[src/rtl/mac4_pkg.sv]
package mac4_pkg;
   localparam int SEL_W = 7;

   typedef enum logic [SEL_W-1:0] {
      OP_SET_OFS = 7'd0,
      OP_CLR_ACC = 7'd1,
      OP_MAC     = 7'd2
   } mac4_op_e;
endpackage

[src/rtl/mac4_lane.sv]
module mac4_lane #(
   parameter int LANE_W = 8,
   parameter int OFS_W  = 9,
   localparam int SUM_W  = OFS_W + 1,
   localparam int PROD_W = SUM_W + LANE_W
) (
   input  logic [LANE_W-1:0]        a_byte,
   input  logic [LANE_W-1:0]        b_byte,
   input  logic signed [OFS_W-1:0]  ofs,
   output logic signed [PROD_W-1:0] prod
);
   logic signed [SUM_W-1:0]  biased;
   logic signed [PROD_W-1:0] biased_x;
   logic signed [PROD_W-1:0] b_x;

   always_comb begin
      biased   = $signed({{(SUM_W-LANE_W){a_byte[LANE_W-1]}}, a_byte}) +
                 $signed({ofs[OFS_W-1], ofs});
      biased_x = $signed({{(PROD_W-SUM_W){biased[SUM_W-1]}}, biased});
      b_x      = $signed({{(PROD_W-LANE_W){b_byte[LANE_W-1]}}, b_byte});
      prod     = biased_x * b_x;
   end
endmodule

[src/rtl/mac4_dot.sv]
module mac4_dot #(
   parameter int LANES  = 4,
   parameter int LANE_W = 8,
   parameter int OFS_W  = 9,
   parameter int ACC_W  = 32,
   localparam int OP_W   = LANES * LANE_W,
   localparam int PROD_W = OFS_W + 1 + LANE_W,
   localparam int DOT_W  = PROD_W + $clog2(LANES)
) (
   input  logic [OP_W-1:0]          opa,
   input  logic [OP_W-1:0]          opb,
   input  logic signed [OFS_W-1:0]  ofs,
   output logic signed [ACC_W-1:0]  dot
);
   logic signed [PROD_W-1:0] prods [LANES];
   logic signed [DOT_W-1:0]  partial [LANES+1];

   assign partial[0] = '0;

   for (genvar i = 0; i < LANES; i++) begin : g_lane
      mac4_lane #(.LANE_W(LANE_W), .OFS_W(OFS_W)) u_lane (
         .a_byte(opa[i*LANE_W +: LANE_W]),
         .b_byte(opb[i*LANE_W +: LANE_W]),
         .ofs   (ofs),
         .prod  (prods[i])
      );
      assign partial[i+1] = partial[i] +
         $signed({{(DOT_W-PROD_W){prods[i][PROD_W-1]}}, prods[i]});
   end

   if (ACC_W >= DOT_W) begin : g_widen
      assign dot = $signed({{(ACC_W-DOT_W){partial[LANES][DOT_W-1]}}, partial[LANES]});
   end else begin : g_narrow
      assign dot = partial[LANES][ACC_W-1:0];
   end
endmodule

[src/rtl/mac4_regs.sv]
module mac4_regs #(
   parameter int OFS_W = 9,
   parameter int ACC_W = 32
) (
   input  logic                     clk,
   input  logic                     rst,
   input  logic                     do_set,
   input  logic                     do_clr,
   input  logic                     do_mac,
   input  logic [OFS_W-1:0]         ofs_in,
   input  logic signed [ACC_W-1:0]  dot,
   output logic signed [OFS_W-1:0]  ofs_q,
   output logic signed [ACC_W-1:0]  acc_q
);
   always_ff @(posedge clk) begin
      if (rst) begin
         ofs_q <= '0;
      end else if (do_set) begin
         ofs_q <= $signed(ofs_in);
      end
   end

   always_ff @(posedge clk) begin
      if (rst || do_clr) begin
         acc_q <= '0;
      end else if (do_mac) begin
         acc_q <= acc_q + dot;
      end
   end
endmodule

[src/rtl/mac4_unit.sv]
module mac4_unit
   import mac4_pkg::*;
#(
   parameter int LANES  = 4,
   parameter int LANE_W = 8,
   parameter int OFS_W  = 9,
   parameter int ACC_W  = 32,
   localparam int OP_W  = LANES * LANE_W
) (
   input  logic              clk,
   input  logic              rst,
   input  logic              cmd_valid,
   output logic              cmd_ready,
   input  logic [SEL_W-1:0]  cmd_sel,
   input  logic [OP_W-1:0]   cmd_a,
   input  logic [OP_W-1:0]   cmd_b,
   output logic              rsp_valid,
   output logic [ACC_W-1:0]  rsp_data
);
   if (LANES < 1) begin : g_bad_lanes
      $error("mac4_unit: LANES must be at least 1");
   end
   if (OFS_W <= LANE_W) begin : g_bad_ofs
      $error("mac4_unit: OFS_W must exceed LANE_W");
   end
   if (OFS_W > OP_W) begin : g_bad_ofs_src
      $error("mac4_unit: OFS_W must fit in an operand");
   end
   if (ACC_W < 2 * LANE_W) begin : g_bad_acc
      $error("mac4_unit: ACC_W too narrow");
   end

   logic                    do_set, do_clr, do_mac;
   logic signed [OFS_W-1:0] ofs_q;
   logic signed [ACC_W-1:0] acc_q;
   logic signed [ACC_W-1:0] dot_val;

   always_comb begin
      do_set = cmd_valid && (cmd_sel == OP_SET_OFS);
      do_clr = cmd_valid && (cmd_sel == OP_CLR_ACC);
      do_mac = cmd_valid && (cmd_sel == OP_MAC);
   end

   mac4_dot #(
      .LANES(LANES), .LANE_W(LANE_W), .OFS_W(OFS_W), .ACC_W(ACC_W)
   ) u_dot (
      .opa(cmd_a),
      .opb(cmd_b),
      .ofs(ofs_q),
      .dot(dot_val)
   );

   mac4_regs #(.OFS_W(OFS_W), .ACC_W(ACC_W)) u_regs (
      .clk   (clk),
      .rst   (rst),
      .do_set(do_set),
      .do_clr(do_clr),
      .do_mac(do_mac),
      .ofs_in(cmd_a[OFS_W-1:0]),
      .dot   (dot_val),
      .ofs_q (ofs_q),
      .acc_q (acc_q)
   );

   assign cmd_ready = 1'b1;
   assign rsp_valid = cmd_valid;
   assign rsp_data  = acc_q;
endmodule

[config.mk]
export PLATFORM = sky130hd
export DESIGN_NAME = mac4_unit
export DESIGN_NICKNAME = d
export VERILOG_FILES = /design/src/rtl/mac4_pkg.sv /design/src/rtl/mac4_lane.sv /design/src/rtl/mac4_dot.sv /design/src/rtl/mac4_regs.sv /design/src/rtl/mac4_unit.sv
export SDC_FILE = /design/constraint.sdc
export NUM_CORES = 1
export LEC_CHECK = 0
export BUFFER_PORTS_ARGS = -buffer_cell sky130_fd_sc_hd__buf_2
export CAP_MARGIN = 20
export CELL_PAD_IN_SITES_DETAIL_PLACEMENT = 1
export CELL_PAD_IN_SITES_GLOBAL_PLACEMENT = 1
export CORE_ASPECT_RATIO = 0.6
export CORE_MARGIN = 4
export CORE_UTILIZATION = 25
export DETAILED_ROUTE_END_ITERATION = 7
export PLACE_DENSITY = 0.45
export SYNTH_ARGS = -nofsm -noshare
export SYNTH_HDL_FRONTEND = slang
export SYNTH_SLANG_ARGS = --single-unit
[constraint.sdc]
create_clock -name clk -period 14.2 [get_ports clk]
set_input_delay 0.71 -clock clk [delete_from_list [all_inputs] [get_ports clk]]
set_output_delay 0.71 -clock clk [all_outputs]
set_load 0.02 [all_outputs]
==> impl_metrics.json <==
{
  "r2r_start": "u_regs.ofs_q[1]",
  "post-cts-setup-buffer-count": 0,
  "layout_common_cells": "inv_1, fa_1, nand2_1, ha_1, and2_1",
  "hold_violations": 0,
  "grt_start_max_net_pins": 36,
  "outcome": "finished clean",
  "async_flop_share": 0,
  "worstSetupPathType": "register to register",
  "hpwl_um": 56700,
  "wl_per_cell_um": 19.7,
  "die_x_um": 368,
  "syn_inst": 2030,
  "max-cap-violations": 0,
  "highest_layer": "met4",
  "io_pins": 108,
  "synth_edf_count": 0,
  "r2r_cells": 30,
  "drive_gt1_frac": 0.0715,
  "netlist_area_um2": 19400,
  "grt_setup_unrepaired": "false",
  "dpl.cell_count": 3141,
  "cts_made_buffers": 5,
  "fin_crit_ns": 10.65,
  "met1_length_um": 34300,
  "syn_area_per_cell_um2": 9.58,
  "slowest_delay_ns": 0.86,
  "worstHoldStart": "u_regs.acc_q[4]",
  "tightest_slew_ns": 1.13,
  "drt_iter0_markers": 637,
  "crit_required_ns": 14.41,
  "drt-total-wl_um": 62300,
  "fin_crit_sh": 0.750,
  "cts_tree": "yes",
  "clock_latency_ns": 0.32,
  "seq_area_frac_synth": 0.0422,
  "fillerInstances": 8864,
  "worstSetupEndpointType": "register",
  "hold_path.class": "register to register",
  "grt_pass1_vias": 15200,
  "layout_commonest_cell": "inv_1",
  "final-max-slew-violation-count": 0,
  "first_pass_iters": 5,
  "finalSetupViolCount": 0,
  "ys_ff_latch": 41,
  "wl_met2_um": 25800,
  "fin_nets": 2854,
  "max-slew-margin-rel": 0.244,
  "yosys_warnings": 0,
  "via_count": 13600,
  "syn2layout_area_growth_pct": 10.0,
  "clock_sinks": 41,
  "stdcell_count": 3157,
  "antenna_found_initial": 1,
  "slowest_stage": "inv_1",
  "final_util": 0.280,
  "rows": 78,
  "vias_per_cell": 4.30,
  "synth_ff_type": "dfxtp_1",
  "max_clock_freq_mhz": 93.9,
  "met3_length_um": 1980,
  "root_buffer": "clkbuf_16",
  "cp_max_fo": 17,
  "grt_overflow_total": 0,
  "synth_nets": 2773,
  "ant_nets": 0,
  "final.setup.tns_ns": 0,
  "clk_path_buf_depth": 2,
  "arrival_ns": 10.86,
  "cts-resized-gates": 0,
  "hold_buffers": 0,
  "fp.dieArea_um2": 82500,
  "cp_common_cell": "fa_1",
  "setup.worst_path.start_class": "register",
  "skew_ns": 0.00743,
  "chipHeight_um": 224,
  "io_buffers": 106,
  "drcViolationCount": 0,
  "ys_types": 67,
  "clk_pin_slew_ns": 0.07,
  "gp_congestion": 0.803,
  "h-tree-depth": 2,
  "grt_util_all_layers": 0.156,
  "initial_utilization": 0.255,
  "grt_pass1_wl_um": 97300,
  "holdPathStages": 2,
  "core-area_um2": 76300,
  "whs_ns": 0.474,
  "worstSetupStartpoint": "u_regs.ofs_q[1]"
}
## stage by stage
stage,setup slack (ns),area (um2)
3_3_place_gp,3.65,21200
6_report,3.55,21400
4_1_cts,3.54,21300
2_1_floorplan,3.02,19400
3_5_place_dp,3.42,21200
5_1_grt,2.81,21400
## worst max-delay path, delay by kind of cell (launching register included)
family / cells / cell delay [ns]
AO/OA/AOI/OAI: 15 / 3.90
XOR/XNOR: 1 / 0.15
adder cells (fa/ha/maj): 10 / 4.77
buffers and inverters: 4 / 1.03
flip-flops: 1 / 0.65
## sequential cells by signal (all words and copies together), names as in the netlist
signal        flops
u_regs.ofs_q      9
u_regs.acc_q     32
## layer usage
| metal | vias to the layer above | global-route usage |
|---|---|---|
| met3 | 9 | 0.0171 |
| li1 | 6179 | - |
| met2 | 155 | 0.225 |
| met5 | - | 0 |
| met1 | 7217 | 0.257 |
| met4 | 0 | 0.00916 |
## cell families (layout without fill, tap and decap cells)
group           Yosys count  after routing  synth area share
xor+xnor                 61             61            0.0275
buf+inv                 585            667             0.113
simple gates            461            461             0.117
flops                    41             41            0.0422
mux                      10             10           0.00521
compound gates          202            202            0.0686
fa+ha+maj               669            669             0.626
other cells               1              6          0.000193
## path summary, 6_finish.rpt
check	to	slack [ns]
setup / recovery	u_regs.acc_q[29]	3.55
hold / removal	u_regs.acc_q[4]	0.47
setup reg to reg	u_regs.acc_q[29]	3.55
hold reg to reg	u_regs.acc_q[4]	0.47
## synthesized netlist by cell type, drive strengths merged (14+ instances only)
cell type | number | area (um2)
nor2 | 39 | 149
clkbuf | 39 | 146
nand2b | 25 | 156
inv | 539 | 2020
nor2b | 27 | 169
nand2 | 207 | 777
xnor2 | 47 | 412
a21oi | 71 | 355
a21o | 15 | 121
and2 | 117 | 732
o21ai | 41 | 213
fa | 506 | 10100
ha | 163 | 2040
dfxtp | 41 | 821
xor2 | 14 | 123
a21boi | 14 | 105
## area by class of cell
class / instances / area (um2) / area share
multi-input cells: 1404 / 16400 / 0.768
clock inverters: 2 / 10.0 / 0.000468
well taps: 1040 / 1300 / 0.0608
diodes: 5 / 12.5 / 0.000585
repair buffers: 120 / 659 / 0.0308
inverters: 539 / 2020 / 0.0945
clock buffers: 6 / 129 / 0.00602
flip-flops and latches: 41 / 821 / 0.0384
Power is left out: the tool's default activity adds up to more than one toggle a clock period on the data nets, which glitch-free logic cannot reach.
